[config.mk]
export PLATFORM = sky130hd
export DESIGN_NAME = softstart_seq
export DESIGN_NICKNAME = d
export VERILOG_FILES = /design/src/rtl/ss_pkg.sv /design/src/rtl/ss_supply_hyst.sv /design/src/rtl/ss_phase_ctl.sv /design/src/rtl/ss_ramp_gen.sv /design/src/rtl/ss_setpoint.sv /design/src/rtl/softstart_seq.sv
export SDC_FILE = /design/constraint.sdc
export NUM_CORES = 1
export LEC_CHECK = 0
export BUFFER_PORTS_ARGS = -buffer_cell sky130_fd_sc_hd__buf_2
export CAP_MARGIN = 10
export CORE_MARGIN = 1
export CORE_UTILIZATION = 60
export DETAILED_ROUTE_END_ITERATION = 7
export GPL_ROUTABILITY_DRIVEN = 0
export PLACE_DENSITY = 0.89
export SLEW_MARGIN = 20
export SYNTH_ARGS = -nofsm -noshare
export SYNTH_HDL_FRONTEND = slang
export SYNTH_HIERARCHICAL = 1
export SYNTH_SLANG_ARGS = --single-unit
[constraint.sdc]
create_clock -name clk -period 12.46 [get_ports clk]
set_input_delay 2.492 -clock clk [delete_from_list [all_inputs] [get_ports clk]]
set_output_delay 2.492 -clock clk [all_outputs]
set_load 0.03 [all_outputs]
[src/rtl/ss_pkg.sv]
package ss_pkg;
  typedef enum logic [1:0] {
    PH_OFF   = 2'd0,
    PH_DELAY = 2'd1,
    PH_RAMP  = 2'd2,
    PH_RUN   = 2'd3
  } ss_phase_e;
endpackage

[src/rtl/ss_supply_hyst.sv]
module ss_supply_hyst (
  input  logic clk,
  input  logic rst_n,
  input  logic above_on,
  input  logic below_off,
  output logic supply_ok
);
  logic ok_q, ok_d;

  always_comb begin
    ok_d = ok_q;
    if (below_off)     ok_d = 1'b0;
    else if (above_on) ok_d = 1'b1;
  end

  always_ff @(posedge clk or negedge rst_n) begin
    if (!rst_n) ok_q <= 1'b0;
    else        ok_q <= ok_d;
  end

  assign supply_ok = ok_q;


  off_wins_chk: assert property (@(posedge clk) disable iff (!rst_n)
    below_off |=> !supply_ok);

  hold_chk: assert property (@(posedge clk) disable iff (!rst_n)
    (!below_off && !above_on) |=> supply_ok == $past(supply_ok));
endmodule

[src/rtl/ss_phase_ctl.sv]
module ss_phase_ctl
  import ss_pkg::*;
#(
  parameter int DELAY_CYC = 20
) (
  input  logic      clk,
  input  logic      rst_n,
  input  logic      supply_ok,
  input  logic      level_full,
  output ss_phase_e phase,
  output logic      restart
);
  localparam int DLY_W = (DELAY_CYC > 1) ? $clog2(DELAY_CYC) : 1;
  localparam logic [DLY_W-1:0] DLY_LAST = DLY_W'(DELAY_CYC - 1);

  ss_phase_e        ph_q, ph_d;
  logic [DLY_W-1:0] cnt_q, cnt_d;
  logic             cnt_en;

  assign restart = supply_ok && (ph_q == PH_OFF);
  assign cnt_en  = (ph_q == PH_DELAY);

  always_comb begin
    ph_d = ph_q;
    if (!supply_ok) begin
      ph_d = PH_OFF;
    end else begin
      unique case (ph_q)
        PH_OFF:   ph_d = PH_DELAY;
        PH_DELAY: if (cnt_q == DLY_LAST) ph_d = PH_RAMP;
        PH_RAMP:  if (level_full) ph_d = PH_RUN;
        PH_RUN:   ph_d = PH_RUN;
        default:  ph_d = PH_OFF;
      endcase
    end
  end

  always_comb begin
    cnt_d = cnt_q;
    if (restart)     cnt_d = '0;
    else if (cnt_en) cnt_d = cnt_q + 1'b1;
  end

  always_ff @(posedge clk or negedge rst_n) begin
    if (!rst_n) begin
      ph_q  <= PH_OFF;
      cnt_q <= '0;
    end else begin
      ph_q  <= ph_d;
      cnt_q <= cnt_d;
    end
  end

  assign phase = ph_q;


  delay_cnt_range_chk: assert property (@(posedge clk) disable iff (!rst_n)
    (ph_q == PH_DELAY) |-> (cnt_q <= DLY_LAST));

  off_to_delay_chk: assert property (@(posedge clk) disable iff (!rst_n)
    (ph_q == PH_OFF && supply_ok) |=> (ph_q == PH_DELAY));

  loss_to_off_chk: assert property (@(posedge clk) disable iff (!rst_n)
    !supply_ok |=> (ph_q == PH_OFF));
endmodule

[src/rtl/ss_ramp_gen.sv]
module ss_ramp_gen
  import ss_pkg::*;
#(
  parameter int LVL_W     = 10,
  parameter int LVL_MAX   = 765,
  parameter int RAMP_STEP = 16
) (
  input  logic             clk,
  input  logic             rst_n,
  input  ss_phase_e        phase,
  output logic [LVL_W-1:0] level,
  output logic             level_full
);
  localparam logic [LVL_W:0]   STEP_X = (LVL_W+1)'(RAMP_STEP);
  localparam logic [LVL_W:0]   MAX_X  = (LVL_W+1)'(LVL_MAX);
  localparam logic [LVL_W-1:0] MAX_L  = LVL_W'(LVL_MAX);

  logic [LVL_W-1:0] lvl_q, lvl_d;
  logic [LVL_W:0]   sum;
  logic             hold_zero, step_en;

  assign hold_zero = (phase == PH_OFF) || (phase == PH_DELAY);
  assign step_en   = (phase == PH_RAMP);
  assign sum       = {1'b0, lvl_q} + STEP_X;

  always_comb begin
    lvl_d = lvl_q;
    if (hold_zero) begin
      lvl_d = '0;
    end else if (step_en) begin
      if (sum >= MAX_X) lvl_d = MAX_L;
      else              lvl_d = sum[LVL_W-1:0];
    end
  end

  always_ff @(posedge clk or negedge rst_n) begin
    if (!rst_n) lvl_q <= '0;
    else        lvl_q <= lvl_d;
  end

  assign level      = lvl_q;
  assign level_full = (lvl_q == MAX_L);


  level_bound_chk: assert property (@(posedge clk) disable iff (!rst_n)
    lvl_q <= MAX_L);

  ramp_monotonic_chk: assert property (@(posedge clk) disable iff (!rst_n)
    (phase == PH_RAMP) |=> (lvl_q >= $past(lvl_q)));

  delay_zero_chk: assert property (@(posedge clk) disable iff (!rst_n)
    (phase == PH_DELAY && $past(phase) == PH_DELAY) |-> (lvl_q == '0));
endmodule

[src/rtl/ss_setpoint.sv]
module ss_setpoint #(
  parameter int LVL_W  = 10,
  parameter int SP_W   = 8,
  parameter int RATIO  = 3
) (
  input  logic             clk,
  input  logic             rst_n,
  input  logic [LVL_W-1:0] level,
  input  logic [LVL_W-1:0] dim_code,
  output logic [SP_W-1:0]  ipk
);
  localparam int          SP_MAX  = (1 << SP_W) - 1;
  localparam logic [LVL_W-1:0] SP_MAX_L = LVL_W'(SP_MAX);

  logic [LVL_W-1:0] sel;
  logic [LVL_W-1:0] quot;

  assign sel = (level < dim_code) ? level : dim_code;

  generate
    if (RATIO == 1) begin : g_unity
      assign quot = sel;
    end else begin : g_div
      localparam logic [LVL_W-1:0] RATIO_L = LVL_W'(RATIO);
      assign quot = sel / RATIO_L;
    end
  endgenerate

  always_comb begin
    if (quot > SP_MAX_L) ipk = SP_W'(SP_MAX);
    else                 ipk = quot[SP_W-1:0];
  end


  clamp_dim_chk: assert property (@(posedge clk) disable iff (!rst_n)
    (32'(ipk) * RATIO) <= 32'(dim_code));

  clamp_level_chk: assert property (@(posedge clk) disable iff (!rst_n)
    (32'(ipk) * RATIO) <= 32'(level));
endmodule

[src/rtl/softstart_seq.sv]
module softstart_seq
  import ss_pkg::*;
#(
  parameter int SP_W      = 8,
  parameter int RATIO     = 3,
  parameter int DELAY_CYC = 20,
  parameter int RAMP_STEP = 16,
  localparam int SP_MAX   = (1 << SP_W) - 1,
  localparam int LVL_MAX  = SP_MAX * RATIO,
  localparam int LVL_W    = $clog2(LVL_MAX + 1)
) (
  input  logic             clk,
  input  logic             rst_n,
  input  logic             vcc_above_on,
  input  logic             vcc_below_off,
  input  logic             therm_hot,
  input  logic             fault_set,
  input  logic [LVL_W-1:0] dim_code,
  output logic             drv_enable,
  output logic [LVL_W-1:0] ss_level,
  output logic [SP_W-1:0]  ipk_set,
  output logic             fault_latched,
  output logic [1:0]       phase
);
  logic       rst_s1, rst_s2;
  logic       supply_ok, restart, level_full;
  logic       latch_q, latch_d;
  ss_phase_e  ph;

  always_ff @(posedge clk or negedge rst_n) begin
    if (!rst_n) begin
      rst_s1 <= 1'b0;
      rst_s2 <= 1'b0;
    end else begin
      rst_s1 <= 1'b1;
      rst_s2 <= rst_s1;
    end
  end

  ss_supply_hyst u_hyst (
    .clk       (clk),
    .rst_n     (rst_s2),
    .above_on  (vcc_above_on),
    .below_off (vcc_below_off),
    .supply_ok (supply_ok)
  );

  ss_phase_ctl #(.DELAY_CYC(DELAY_CYC)) u_phase (
    .clk        (clk),
    .rst_n      (rst_s2),
    .supply_ok  (supply_ok),
    .level_full (level_full),
    .phase      (ph),
    .restart    (restart)
  );

  ss_ramp_gen #(.LVL_W(LVL_W), .LVL_MAX(LVL_MAX), .RAMP_STEP(RAMP_STEP)) u_ramp (
    .clk        (clk),
    .rst_n      (rst_s2),
    .phase      (ph),
    .level      (ss_level),
    .level_full (level_full)
  );

  ss_setpoint #(.LVL_W(LVL_W), .SP_W(SP_W), .RATIO(RATIO)) u_sp (
    .clk      (clk),
    .rst_n    (rst_s2),
    .level    (ss_level),
    .dim_code (dim_code),
    .ipk      (ipk_set)
  );

  always_comb begin
    latch_d = latch_q;
    if (restart)        latch_d = 1'b0;
    else if (fault_set) latch_d = 1'b1;
  end

  always_ff @(posedge clk or negedge rst_s2) begin
    if (!rst_s2) latch_q <= 1'b0;
    else         latch_q <= latch_d;
  end

  assign fault_latched = latch_q;
  assign phase         = ph;
  assign drv_enable    = ((ph == PH_RAMP) || (ph == PH_RUN)) && !therm_hot && !latch_q;


  drive_off_early_chk: assert property (@(posedge clk) disable iff (!rst_s2)
    (ph == PH_OFF || ph == PH_DELAY) |-> !drv_enable);

  latch_cleared_chk: assert property (@(posedge clk) disable iff (!rst_s2)
    (ph == PH_DELAY && $past(ph) == PH_OFF) |-> !fault_latched);

  therm_gate_chk: assert property (@(posedge clk) disable iff (!rst_s2)
    therm_hot |-> !drv_enable);
endmodule

; ---- Word-level counts from Yosys, hierarchy flattened
; Cells that the tools add are included.
; W data, S select, Z words.
[totals]
register_bits = 21
in_bits = 16
out_inout_bits = 22
elab_cells = 48
[classes]
add_sub_neg = 2
div_mod_pow = 1
n_lt_le_gt_ge = 3
n_eq_ne = 7
muxes = 15
reduce_logical = 13
[op_table]
columns = operator, n
row1 = $mux W10, 4
row2 = $add A10 B5 Y11 const B, 1
row3 = $ge A11 B10 Y1 const B, 1
row4 = $div A10 B2 Y10 const B, 1
row5 = $eq A10 B10 Y1 const B, 1
row6 = $gt A10 B8 Y1 const B, 1
row7 = $lt A10 B10 Y1, 1
row8 = $mux W5, 2
row9 = $mux W8, 1
row10 = $pmux W2 S4, 1
row11 = $reduce_bool A2 Y1, 4
row12 = $mux W2, 3
row13 = $ne A3 B3 Y1 const B, 2
row14 = $add A5 B1 Y5 const B, 1
row15 = $eq A5 B5 Y1 const B, 1
row16 = $eq A2 B2 Y1 const B, 2
row17 = $mux W1, 4
row18 = $logic_and A1 B1 Y1, 3
row19 = $eq A2 B1 Y1 const B, 1
row20 = $logic_not A1 Y1, 2
row21 = $logic_not A2 Y1, 1
row22 = $logic_or A1 B1 Y1, 2
row23 = $reduce_and A2 Y1, 1

; ---- Longest topological paths before layout
[depth]
word_depth = 5
depth_mapped = 18
ltp_nobuf = 15

; ---- Modules after synthesis
; The synthesis kept the hierarchy.
[modules_own_cells]
columns = mod, instances, cells_per_inst, area_each_um2, seq_area_each_um2
row1 = ss_setpoint, 1, 252, 1712.9, 0.0
row2 = ss_ramp_gen, 1, 63, 536.8, 175.2
row3 = ss_phase_ctl, 1, 31, 342.8, 175.2
row4 = softstart_seq, 1, 6, 101.3, 75.1
row5 = ss_supply_hyst, 1, 2, 35.0, 25.0

; ---- Worst setup path after synthesis
; No wires, ideal clock.
[synth_timing]
path_type = input -> output
start = in dim_code[8]
end = out ipk_set[0]
arrival_time_ps = 5807
required_time_ps = 9968
setup_slack_ps = 4161
cell_stages = 18
n_path_buf = 3
cell_sequence = clkbuf_1 -> inv_1 -> ha_1 -> nand4_1 -> a211o_1 -> o31ai_2 -> or2_1 -> buf_6 -> o32ai_2 -> buf_4 -> nand3_1 -> a21o_1 -> nand2_1 -> ha_1 -> nor3_1 -> a211oi_1 -> nor4_1 -> o2111ai_1
[synth_between]
elab_chain_cells = 5
[synth_rtl]
columns = element, line
row1 = from (decl), softstart_seq.sv:18  ; input logic [LVL_W-1:0] dim_code,
row2 = $lt A10 B10 Y1, ss_setpoint.sv:18  ; assign sel = (level < dim_code) ? level : dim_code;
row3 = $mux W10 *, ss_setpoint.sv:18
row4 = $div A10 B2 Y10 *, ss_setpoint.sv:25  ; assign quot = sel / RATIO_L;
row5 = $gt A10 B8 Y1, ss_setpoint.sv:30  ; if (quot > SP_MAX_L) ipk = SP_W'(SP_MAX);
row6 = $mux W8 *, ss_setpoint.sv:30
row7 = to (decl), softstart_seq.sv:21  ; output logic [SP_W-1:0] ipk_set,
; Mark *: on every way between the ends. The rest lies on a longest branch, timed or not.

; ---- Worst setup path in the final report
[layout_timing]
start = in dim_code[9]
end = out ipk_set[0]
; Same word-level chain as after synthesis.

==> impl_results.md <==
- Mapped Nets: 383
- DIE HEIGHT: 69.4 um
- CP max-delay cell: mux2i_1
- Outcome: finished, final reports clean
- CTS root buffer: clkbuf_8
- Drt pass-1 iters: 8
- Synth top cells by count: 39 x nand2_1, 25 x a21oi_1, 20 x nor2_1
- Final hold vios: 0
- Critical Path AT: 6530 ps
- Count of cell types in the netlist: 79
- Slew HR: 39.0%
- Layout Nets: 399
- Drt wl/cell: 15.6 um
- Post-route DRC: 0
- Worst-path clk slew: 70 ps
- RSZ-0062 raised after global routing: false
- Clock skew: 9.13 ps
- Vias: 2867
- Seq/Total Area, Yosys: 16.5%
- Synth Area in XOR/XNOR: 2.57%
- Max VDD drop: 0.0947 mV
- Num CTS Buffers: 3
- ANT nets after route: 0
- Rows: 24
- Final critical-path share of the clock period: 72.4%
- Largest family of logic cells by synthesized area: compound AO/OA/AOI/OAI gates
- Kind of critical path: in -> out
- Fillers: 358
- Via density: 6.83
- Cell with the most instances after synthesis: nand2_1
- Worst slew pin tran: 916 ps
- Slowest stage delay, CP: 800 ps
- Die X: 69.4 um
- R2r startpoint: u_ramp/level[5]
- Share of cells above drive strength 1: 18.8%
- Setup violations, final: 0
- EDFF count, synth: 0
- Number of global-route vias before repair: 2510
- DIE AREA: 4820 um^2
- Simple-gate share of the synthesized area: 26.6%
- Cts repair resizes: 0
- Power Density: 48.1 nW/um^2
- Adder-cell share of the synthesized area: 5.96%
- Max Cap Violations: 0
- Minimum clock period: 9020 ps
- Synth Area per Inst: 7.71 um^2
- First-pass GRT wire length: 11.0 mm
- Hold Path Class: reg -> async
- Largest net degree at the start of global routing: 30
- Core box area: 4350 um^2
- Clock Latency Late Sink: 250 ps
- Cells along the critical path: buf_2, inv_1, ha_1, a21oi_1, o21ai_0, nor2_4, mux2i_1, nand2_1, nand3_1, nand2_1, ha_1, nand2b_1, a31oi_1, o211a_1, o2111ai_1, buf_2
- Compound-Gate Fraction of Synth Area: 30.4%
- Syn-to-layout area delta: 4.86%
- Setup TNS: 0 ps
- # Post-CTS Setup Buffers: 0
- Synth area leader: dfrtp_1
- Clk sink count: 18
- WL final: 6.57 mm
- Top FF cell, synth: dfrtp_1
- Max Freq: 0.111 GHz
- I/O pin count: 38
- H-tree Lvls: 1
- Lkg Pwr: 0.00133 uW
- Pwr Total: 138 uW
- GRT Overall Usage: 26.6%
- # port buffers: 36
- Yosys warns: 6
- Mapped Area: 2730 um^2
- Syn Inst Count: 354
- Post-synth ARST share: 100%
- CP startpoint kind: input port
- Share of the synthesized area in the top cell type: 16.5%
- Max Slew Vio Count: 0
- # diodes: 0
- Starting DRT DRC Count: 303
- Worst EP required: 9970 ps
- Gr ovfl total: 0
- Hold Buf Count CTS: 0
- CP Launch Point: dim_code[9]
- Critical Path Fanout Max: 29
- Synth area leaders: dfrtp_1 17%, ha_1 6.0%, mux2i_1 5.9%
- CTS tree: built
- Starting Density: 62.7%
- Setup crit end kind: output port
- Yosys reg bits: 18
- DP HPWL: 4.70 mm
- Post-synthesis mux area share: 9.26%
- Clock Path Buffers: 2
- Antenna violations before repair: 0
## where the power goes
part / switching (uW) / internal (uW) / total [uW]
Sequential: 5.22 / 61.8 / 67.1
Combinational: 18.4 / 12.8 / 31.2
Clock: 18.1 / 21.5 / 39.5
## cell type report
class | instances | area [um^2] | share of cell area, %
clock buffer | 3 | 41.3 | 1.44
timing repair buffer | 36 | 180 | 6.30
inverter | 18 | 67.6 | 2.36
tap | 52 | 65.1 | 2.27
sequential | 18 | 450 | 15.7
multi-input combinational | 293 | 2060 | 71.9
## cell families after synthesis
logic type	count (synthesis)
AND/OR/NAND/NOR	133
AO/OA/AOI/OAI	113
other	2
XOR/XNOR	8
multiplexers	24
buffers and inverters	43
flip-flops	18
adder cells (fa/ha/maj)	13
## metrics by stage
step | setup WS [ps] | hold WS (ps) | cell area (um^2) | std cells | util [%]
after floorplan | 4160 | 200 | 2730 | 354 | -
after global placement | 3380 | 263 | 2820 | 417 | 64.7
after detailed placement | 3200 | 272 | 2820 | 417 | 64.7
after CTS | 3200 | 273 | 2860 | 420 | 65.6
after global routing | 3000 | 316 | 2860 | 420 | 65.7
final | 3440 | 247 | 2860 | 420 | 65.7
## registers in the layout, summed over array words and instances, names as in the netlist
| register | count |
|---|---|
| rst_s1 | 1 |
| u_phase/cnt_q | 5 |
| fault_latched | 1 |
| u_hyst/supply_ok | 1 |
| u_phase/phase | 2 |
| rst_s2 | 1 |
| u_ramp/level | 7 |
## critical path, delay by kind of cell
kind                       cells  cell delay (ps)
AOI/OAI and AO/OA              5              820
buffers and inverters          3              610
muxes                          1              800
and+or+nand+nor                5             1170
adders and majority gates      2              620
## layout by cell type, fill, tap and decap left out, types with 4 or more instances in the layout
master,n
o211ai_1,5
o2111ai_1,5
nor3_1,11
dfrtp_1,18
nand3b_1,4
o31ai_1,5
nor2_1,19
mux2_2,7
inv_1,17
nand2_1,39
o21ai_0,16
buf_2,36
nand2b_1,9
a31oi_1,9
a21oi_1,25
ha_1,13
nand3_1,15
mux2i_1,16
xor2_1,5
o22ai_1,5
## path summary, 6_finish.rpt
path | end | slack [ps] | cells past startpoint
min reg2reg | u_phase/phase[1] | 250 | 0
max reg2reg | u_ramp/level[7] | 10130 | 6
min in group clk | rst_s2 | 360 | 0
max in group asynchronous | rst_s1 | 10340 | 1
min | u_phase/phase[1] | 250 | 0
max | ipk_set[0] | 3440 | 16
## layer usage
layer | global-route usage [%] | wire [um] | vias up
li1 | - | - | 1359
met1 | 35.7 | 2890 | 1351
met2 | 46.5 | 3190 | 144
met3 | 2.03 | 408 | 13
met4 | 5.90 | 85 | 0
met5 | 0 | 0 | -
Note: power is estimated with default switching activity, not from simulation.
